<file path="src/rtl/pmu_pkg.sv">
package pmu_pkg;
  localparam int MODE_EXC      = 0;
  localparam int MODE_KERN     = 1;
  localparam int MODE_SUP      = 2;
  localparam int MODE_USR      = 3;
  localparam int RUN_BIT       = 4;
  localparam int SEL_BASE      = 5;

  typedef enum logic [1:0] {
    PRIV_KERNEL = 2'd0,
    PRIV_SUPER  = 2'd1,
    PRIV_USER   = 2'd2,
    PRIV_NONE   = 2'd3
  } priv_e;

  localparam logic SEL_CTRL  = 1'b0;
  localparam logic SEL_COUNT = 1'b1;
endpackage

</file>
<file path="src/rtl/pmu_ctrl_reg.sv">
module pmu_ctrl_reg
  import pmu_pkg::*;
#(
  parameter int NUM_EVT = 16,
  parameter int NUM_CNT = 2,
  localparam int SEL_W  = $clog2(NUM_EVT),
  localparam int CTRL_W = SEL_BASE + NUM_CNT * SEL_W
) (
  input  logic                            clk,
  input  logic                            rst,
  input  logic                            wr_ctrl,
  input  logic [CTRL_W-1:0]               wr_bits,
  input  logic                            exc_lvl,
  input  logic [1:0]                      priv,
  output logic [CTRL_W-1:0]               ctrl_q,
  output logic                            run_en,
  output logic                            mode_ok,
  output logic [NUM_CNT-1:0][SEL_W-1:0]   sel
);

  always_ff @(posedge clk) begin
    if (rst) begin
      ctrl_q <= '0;
    end else if (wr_ctrl) begin
      ctrl_q <= wr_bits;
    end
  end

  assign run_en = ctrl_q[RUN_BIT];

  // exception level overrides the privilege code
  always_comb begin
    if (exc_lvl) begin
      mode_ok = ctrl_q[MODE_EXC];
    end else begin
      case (priv_e'(priv))
        PRIV_KERNEL: mode_ok = ctrl_q[MODE_KERN];
        PRIV_SUPER:  mode_ok = ctrl_q[MODE_SUP];
        PRIV_USER:   mode_ok = ctrl_q[MODE_USR];
        default:     mode_ok = 1'b0;
      endcase
    end
  end

  for (genvar k = 0; k < NUM_CNT; k++) begin : g_sel
    assign sel[k] = ctrl_q[SEL_BASE + k*SEL_W +: SEL_W];
  end

endmodule

</file>
<file path="src/rtl/pmu_counter.sv">
module pmu_counter #(
  parameter int CNT_W   = 32,
  parameter int NUM_EVT = 16,
  localparam int SEL_W  = $clog2(NUM_EVT)
) (
  input  logic               clk,
  input  logic               rst,
  input  logic               load,
  input  logic [CNT_W-1:0]   load_val,
  input  logic               allow,
  input  logic [SEL_W-1:0]   sel,
  input  logic [NUM_EVT-1:0] evt_in,
  output logic [CNT_W-1:0]   cnt_q,
  output logic               ovf_next
);

  logic             hit;
  logic [CNT_W-1:0] cnt_next;

  assign hit = allow & evt_in[sel];

  // a load overrides a same-edge increment; the adder wraps freely
  always_comb begin
    if (load) begin
      cnt_next = load_val;
    end else if (hit) begin
      cnt_next = cnt_q + CNT_W'(1);
    end else begin
      cnt_next = cnt_q;
    end
  end

  always_ff @(posedge clk) begin
    if (rst) begin
      cnt_q <= '0;
    end else begin
      cnt_q <= cnt_next;
    end
  end

  assign ovf_next = cnt_next[CNT_W-1];

endmodule

</file>
<file path="src/rtl/dual_evt_pmu.sv">
module dual_evt_pmu
  import pmu_pkg::*;
#(
  parameter int CNT_W   = 32,
  parameter int NUM_EVT = 16,
  localparam int NUM_CNT = 2,
  localparam int SEL_W   = $clog2(NUM_EVT),
  localparam int CTRL_W  = SEL_BASE + NUM_CNT * SEL_W,
  localparam int DATA_W  = NUM_CNT * CNT_W
) (
  input  logic               clk,
  input  logic               rst,
  input  logic               reg_wr,
  input  logic               reg_sel,
  input  logic [DATA_W-1:0]  reg_wdata,
  input  logic               reg_rsel,
  output logic [DATA_W-1:0]  reg_rdata,
  input  logic [NUM_EVT-1:0] evt_in,
  input  logic               exc_lvl,
  input  logic [1:0]         priv_mode,
  output logic               irq
);

  logic                          wr_ctrl;
  logic                          wr_count;
  logic [CTRL_W-1:0]             ctrl_q;
  logic                          run_en;
  logic                          mode_ok;
  logic                          allow;
  logic                          run_next;
  logic [NUM_CNT-1:0][SEL_W-1:0] sel;
  logic [NUM_CNT-1:0][CNT_W-1:0] cnt_val;
  logic [NUM_CNT-1:0]            ovf_next;

  assign wr_ctrl  = reg_wr & (reg_sel == SEL_CTRL);
  assign wr_count = reg_wr & (reg_sel == SEL_COUNT);

  pmu_ctrl_reg #(
    .NUM_EVT (NUM_EVT),
    .NUM_CNT (NUM_CNT)
  ) u_ctrl (
    .clk     (clk),
    .rst     (rst),
    .wr_ctrl (wr_ctrl),
    .wr_bits (reg_wdata[CTRL_W-1:0]),
    .exc_lvl (exc_lvl),
    .priv    (priv_mode),
    .ctrl_q  (ctrl_q),
    .run_en  (run_en),
    .mode_ok (mode_ok),
    .sel     (sel)
  );

  assign allow = run_en & mode_ok;

  for (genvar k = 0; k < NUM_CNT; k++) begin : g_cnt
    pmu_counter #(
      .CNT_W   (CNT_W),
      .NUM_EVT (NUM_EVT)
    ) u_cnt (
      .clk      (clk),
      .rst      (rst),
      .load     (wr_count),
      .load_val (reg_wdata[k*CNT_W +: CNT_W]),
      .allow    (allow),
      .sel      (sel[k]),
      .evt_in   (evt_in),
      .cnt_q    (cnt_val[k]),
      .ovf_next (ovf_next[k])
    );
  end

  // interrupt register is fed from next state so it lines up with the counters
  assign run_next = wr_ctrl ? reg_wdata[RUN_BIT] : run_en;

  always_ff @(posedge clk) begin
    if (rst) begin
      irq <= 1'b0;
    end else begin
      irq <= run_next & (|ovf_next);
    end
  end

  always_ff @(posedge clk) begin
    if (rst) begin
      reg_rdata <= '0;
    end else if (reg_rsel == SEL_COUNT) begin
      reg_rdata <= cnt_val;
    end else begin
      reg_rdata <= DATA_W'(ctrl_q);
    end
  end

endmodule

</file>
<file path="config.mk">
export PLATFORM = sky130hd
export DESIGN_NAME = dual_evt_pmu
export DESIGN_NICKNAME = d
export VERILOG_FILES = /design/src/rtl/pmu_pkg.sv /design/src/rtl/pmu_ctrl_reg.sv /design/src/rtl/pmu_counter.sv /design/src/rtl/dual_evt_pmu.sv
export SDC_FILE = /design/constraint.sdc
export NUM_CORES = 1
export LEC_CHECK = 0
export ABC_AREA = 1
export BUFFER_PORTS_ARGS = -buffer_cell sky130_fd_sc_hd__buf_2
export CAP_MARGIN = 40
export CORE_AREA = 2 2 142 144
export CTS_BUF_LIST = sky130_fd_sc_hd__clkbuf_8
export DETAILED_ROUTE_END_ITERATION = 12
export DIE_AREA = 0 0 144 146
export SETUP_SLACK_MARGIN = 0.5
export SLEW_MARGIN = 25
export SYNTH_ARGS = -nofsm -noshare
export SYNTH_HDL_FRONTEND = slang
export SYNTH_HIERARCHICAL = 1
export SYNTH_SLANG_ARGS = --single-unit
</file>
<file path="constraint.sdc">
create_clock -name clk -period 1.98 [get_ports clk]
set_input_delay 0.198 -clock clk [delete_from_list [all_inputs] [get_ports clk]]
set_output_delay 0.198 -clock clk [all_outputs]
set_load 0.02 [all_outputs]
</file>
# Word-level counts from Yosys, hierarchy flattened
# Index checks and enable logic that the tools add are counted.
# word_totals
in_bits	88
output_inout_bits	65
ff_bits	142
# op_classes
magnitude_cmp	2
n_reduce_logical	5
addsub	2
n_bitwise	8
eq_ne	2
n_mux	12
# ops
op	count
$mux 32	4
$add 32x1->32 const B	2
$mux 13	1
$lt 4x5->1 const B	2
$bmux 1 s4	2
$and 1x1->1	6
$mux 1	4
$reduce_bool 2->1	2
$reduce_or 2->1	2
$pmux 1 s3	1
$eq 2x1->1 const B	1
$eq 2x2->1 const B	1
$logic_not 2->1	1
$not 1->1	2

# Longest topological paths before layout
# depth
ltp_word	9
ltp_mapped	18
mapped_depth_nobuf	16

# Modules after synthesis
# Netlist, hierarchy kept.
# modules_own_cells
module	area_per_inst_um2	n_inst	cells_per_inst	seq_area_each_um2
pmu_counter	2576.2	2	451	640.6
dual_evt_pmu	1986.9	1	231	1301.2
pmu_ctrl_reg	576.8	1	76	260.2

# Least setup slack after synthesis
# OpenSTA, ideal clock, no wires.
# synth_path
kind	register to register
start	register u_ctrl.ctrl_q[9]
end	register irq
arrival_ps	1517
stages_incl_launch_ff	19
path_slack_ps	350
synth_period_minus_slack_ps	1630
setup_ps	113
required_time_ps	1867
path_cell_list	dfxtp_1 > buf_4 > buf_6 > inv_4 > nand2_1 > nand2_1 > nand2_1 > nand3_1 > nand3_1 > nand2_2 > nand2_4 > nand2_1 > nand3_1 > nand2_1 > inv_1 > nor2_1 > nor2_1 > nand2_1 > nor2_1
# synth_via
elab_chain_cells	7
# synth_lines
item	line_no	text
start, declared	pmu_ctrl_reg.sv:15	output logic [CTRL_W-1:0] ctrl_q,
start signal, assigned	pmu_ctrl_reg.sv:25	ctrl_q <= wr_bits;
$bmux 1 s4	pmu_counter.sv:20	assign hit = allow & evt_in[sel];
$mux 1 (implied by the code)	pmu_counter.sv:20	
$and 1x1->1	pmu_counter.sv:20	
$mux 32	pmu_counter.sv:26	end else if (hit) begin
$mux 32	pmu_counter.sv:24	if (load) begin
named net ovf_next[1]	dual_evt_pmu.sv:33	logic [NUM_CNT-1:0] ovf_next;
$reduce_or 2->1	dual_evt_pmu.sv:80	irq <= run_next & (|ovf_next);
$and 1x1->1	dual_evt_pmu.sv:80	
end signal, assigned	dual_evt_pmu.sv:80	
end, declared	dual_evt_pmu.sv:21	output logic irq
# The timed path passes the listed nets, and every way through them passes these cells. The select of a mux whose other input is x is not followed.
# A chain may end at the register's enable or synchronous reset.

# Worst setup path after layout
# layout_path
start	register u_ctrl.ctrl_q[2]
end	register g_cnt[0].u_cnt.cnt_q[23]
# layout_via
elab_chain_cells	5
# layout_lines
item	line_no	text
$pmux 1 s3	pmu_ctrl_reg.sv:36	case (priv_e'(priv))
$mux 1	pmu_ctrl_reg.sv:33	if (exc_lvl) begin
named net mode_ok	dual_evt_pmu.sv:28	logic mode_ok;
$and 1x1->1	dual_evt_pmu.sv:54	assign allow = run_en & mode_ok;
named net allow	dual_evt_pmu.sv:29	logic allow;
$and 1x1->1	pmu_counter.sv:20	
$reduce_bool 2->1 (no line)	-	
end signal, assigned	pmu_counter.sv:37	cnt_q <= cnt_next;
end, declared	pmu_counter.sv:13	output logic [CNT_W-1:0] cnt_q,
# The timed path passes the listed nets, and every way through them passes these cells.

==> flow_summary.rst <==
.. list-table::
   :header-rows: 1

   * - Metric
     - Value
   * - Clock buffer depth
     - 2
   * - Antenna violations before repair
     - 0
   * - Min Clock Period, post-route
     - 1.72 ns
   * - Critical-path cell list
     - nand2_1 -> nor2_1 -> nor2_1 -> a21oi_2 -> nand2_1 -> clkinvlp_4 -> buf_12 -> buf_8 -> buf_6 -> clkbuf_16 -> nand3_2 -> nand2_1 -> nand2_1 -> a21oi_2
   * - Lkg Pwr
     - 0.00477 uW
   * - Average cell area after synthesis
     - roughly 6.4 um^2
   * - Instance count of the mapped netlist
     - 1209
   * - Floorplan row count
     - a little over 50
   * - Global-route wire length before repair
     - 38.9 mm
   * - Via-per-instance ratio
     - approximately 4.8
   * - Final Util
     - 0.545
   * - Type of destination of the critical path
     - register
   * - Count leader, synth
     - sky130_fd_sc_hd__nand2_1
   * - Io pins
     - 153
   * - CTS H-Tree Depth
     - 4
   * - Cell type of the slowest stage on the worst timing path
     - sky130_fd_sc_hd__dfxtp_2
   * - Final clock period utilization by the worst path
     - 0.869
   * - Final WL
     - 24.4 mm
   * - Worst Setup Slack post-DPL
     - 0.0235 ns
   * - Setup ws final
     - 0.260 ns
   * - Cell types with the largest area share after synthesis
     - sky130_fd_sc_hd__dfxtp_1, sky130_fd_sc_hd__nand2_1, sky130_fd_sc_hd__nor2_1
   * - Most frequent cells after synthesis
     - sky130_fd_sc_hd__nand2_1, sky130_fd_sc_hd__nor2_1, sky130_fd_sc_hd__inv_1, sky130_fd_sc_hd__dfxtp_1, sky130_fd_sc_hd__nand3_1
   * - Total nets after synthesis
     - 1299
   * - Clock latency on the worst-skew pair
     - 0.47 ns
   * - Final setup fails
     - 0
   * - FF-to-FF setup slack
     - 0.26 ns
   * - Dominant cell type by count on the critical path
     - sky130_fd_sc_hd__nand2_1
   * - Antenna-violating nets left
     - 0
   * - Arrival time of data at the critical path endpoint
     - 2.07 ns
   * - Critical register-to-register path endpoint
     - g_cnt[0].u_cnt/cnt_q[23]
   * - Clock slew at reported path FFs
     - ~0.10 ns
   * - Type of the worst setup path
     - register to register
   * - Kind of launch point of the worst setup path
     - register
   * - Total routing resource utilization after global routing
     - 0.231
   * - Grt ovf
     - 0
   * - Hold Path Cell Cnt
     - 3
   * - Setup skew after layout
     - 0.0148 ns
   * - Root buffer cell
     - sky130_fd_sc_hd__clkbuf_8
   * - Worst reg-to-reg path cell count
     - 14
   * - Max Cap Viol
     - 0
   * - Critical Path Fanout Max
     - 5
   * - CTS tree
     - yes
   * - Peak Freq
     - 0.581 GHz
   * - Die boundary height
     - 146 um
   * - Final weighted congestion in routability-driven placement
     - 0.886
   * - Drt drc
     - 0
   * - Power per unit of standard cell area
     - 652 nW/um^2
   * - Area Overhead vs Synth
     - 36.6%
   * - Hold wc startpoint
     - reg_wdata[4]
   * - Starting density of the core
     - 0.399
   * - Via count of the first global-routing pass
     - 7892
   * - Ys flop type
     - sky130_fd_sc_hd__dfxtp_1
   * - Num CTS Buffers
     - 17
   * - Hold EP
     - irq
   * - Starting DRC count in detailed routing
     - 559
   * - Worst reg2reg path startpoint
     - u_ctrl/ctrl_q[2]
   * - Sequential cell area fraction in the yosys report
     - 0.368
   * - IO Port Bufs
     - approximately 150
   * - Top-area cell type share of the netlist area
     - 0.368
   * - Cell taking the most area after synthesis
     - sky130_fd_sc_hd__dfxtp_1
   * - Slew margin rel.
     - 0.630
   * - Worst min-delay path category
     - input pin to register
   * - Fin. max-slew vios
     - 0
   * - Routed wire per std cell
     - between 10 and 15 um
   * - Synthesized flop and latch total
     - 142
   * - Die span in x
     - roughly 140 um
   * - Fraction of layout cells with a size suffix above 1
     - 0.340
   * - Final sum of negative setup slack
     - 0 ns
   * - Dpl hpwl
     - 16.8 mm
   * - Pin slew with the least headroom to its limit
     - 0.555 ns
   * - Initial DRT Pass Iterations
     - 5
   * - Combined area of all synthesized cells
     - 7720 um^2
   * - Die area
     - ~21000 um^2
   * - Area of the core
     - 19300 um^2
   * - Largest net degree at the start of global routing
     - 53
   * - Run status
     - finished, final reports clean
   * - Longest individual stage delay on the worst path
     - 0.33 ns
   * - Worst vdd rail ir drop
     - 436 uV
   * - Distinct cell type count of the synthesized netlist
     - 35
   * - Count of endpoints failing hold in the final timing report
     - 0
   * - Total number of yosys warnings
     - 6
   * - Count of inserted antenna diode cells
     - 0
   * - Number of enable flip-flop cells after synthesis
     - 0
   * - Final Net Count
     - 1523
   * - Setup repair after global routing missed its margin
     - yes
   * - FFs w/ async S/R, synth
     - 0
   * - Required arrival time at the worst endpoint
     - 2.33 ns
   * - Number of vias in the routed layout
     - 8256
   * - Number of clock sinks
     - 142
==> per-layer routing <==
layer,global-route usage,share of wire
met1,0.308,0.45
met2,0.376,0.46
met3,0.0434,0.063
met4,0.0711,0.022
met5,0,0
==> cell usage in the layout, fill, tap and decap left out, drive strengths merged, types with 4 or more instances in the layout <==
cell type,synthesis,layout
xnor2,16,16
nor3,16,16
nand2,305,305
nor2,268,268
clkbuf,19,18
a21oi,28,28
buf,33,248
nand3,81,82
xor2,10,10
clkinv,2,4
nand3b,8,8
dlygate4sd3,0,7
nand4,18,18
o21ai,79,79
inv,162,170
or2,10,10
dfxtp,142,142
==> repair_timing <==
action | 4_1_cts | 5_1_grt
endpoints found under the hold margin | 7 | 0
buffers inserted | 36 | 14
resized for setup | 148 | 84
setup endpoints to repair | 65 | 65
hold buffers | 7 | 0
pin swaps | 33 | 44
gates cloned | 2 | 1
==> cell families (layout without fill, tap and decap cells) <==
kind of cell / count (synthesis) / in the layout / synth area share
flip-flops: 142 / 142 / 0.368
XOR/XNOR: 26 / 26 / 0.0295
buffers and inverters: 216 / 452 / 0.126
adder cells (fa/ha/maj): 2 / 2 / 0.00324
AND/OR/NAND/NOR: 710 / 711 / 0.395
AO/OA/AOI/OAI: 113 / 113 / 0.0769
==> worst max path at each step <==
stage	slack, ns	end	cells past startpoint	from
after CTS	0.30	irq	16	u_ctrl/ctrl_q[2]
final	0.26	g_cnt[0].u_cnt/cnt_q[23]	14	u_ctrl/ctrl_q[2]
after global routing	0.12	irq	16	u_ctrl/ctrl_q[9]
after detailed placement	0.02	g_cnt[1].u_cnt/cnt_q[6]	9	u_ctrl/ctrl_q[3]
after floorplan	0.36	irq	18	u_ctrl/ctrl_q[9]
after global placement	0.07	g_cnt[1].u_cnt/cnt_q[10]	9	u_ctrl/ctrl_q[3]
==> per-stage QoR <==
stage	power (uW)	hold WS, ns	std cells	area (um^2)
final	6870	0.0255	1711	10500
after global routing	7200	0.0118	1711	10500
after CTS	6890	0.00192	1696	10200
after detailed placement	4150	0.469	1619	8850
after global placement	4140	0.465	1619	8850
after floorplan	3800	0.267	1209	7770
==> where the power goes <==
group | total (uW) | switching, uW | internal [uW]
Clock | 2580 | 1290 | 1290
Sequential | 3130 | 133 | 3000
Combinational | 1160 | 675 | 488
Total | 6870 | 2100 | 4770
==> state kept, by name (all words and copies together), names as in the netlist <==
name and flops:
irq 1, reg_rdata 64, u_ctrl/ctrl_q 13, g_cnt.u_cnt/cnt_q 64
==> critical path, delay by kind of cell, from the launching register on <==
kind	cells	cell delay [ns]
buffers and inverters	5	0.69
AOI/OAI and AO/OA	2	0.12
DFF	1	0.33
and+or+nand+nor	7	0.48
==> final cells by class <==
cell class                      instances  area [um^2]
Clock buffer                           17          234
Tap cell                              265          332
Sequential cell                       142         2940
Multi-Input combinational cell        852         4480
Inverter                              164          634
Timing Repair Buffer                  256         1730
Clock inverter                         15          195
Fill cell                            1944         8790
Power figures use the tool's default switching activity.
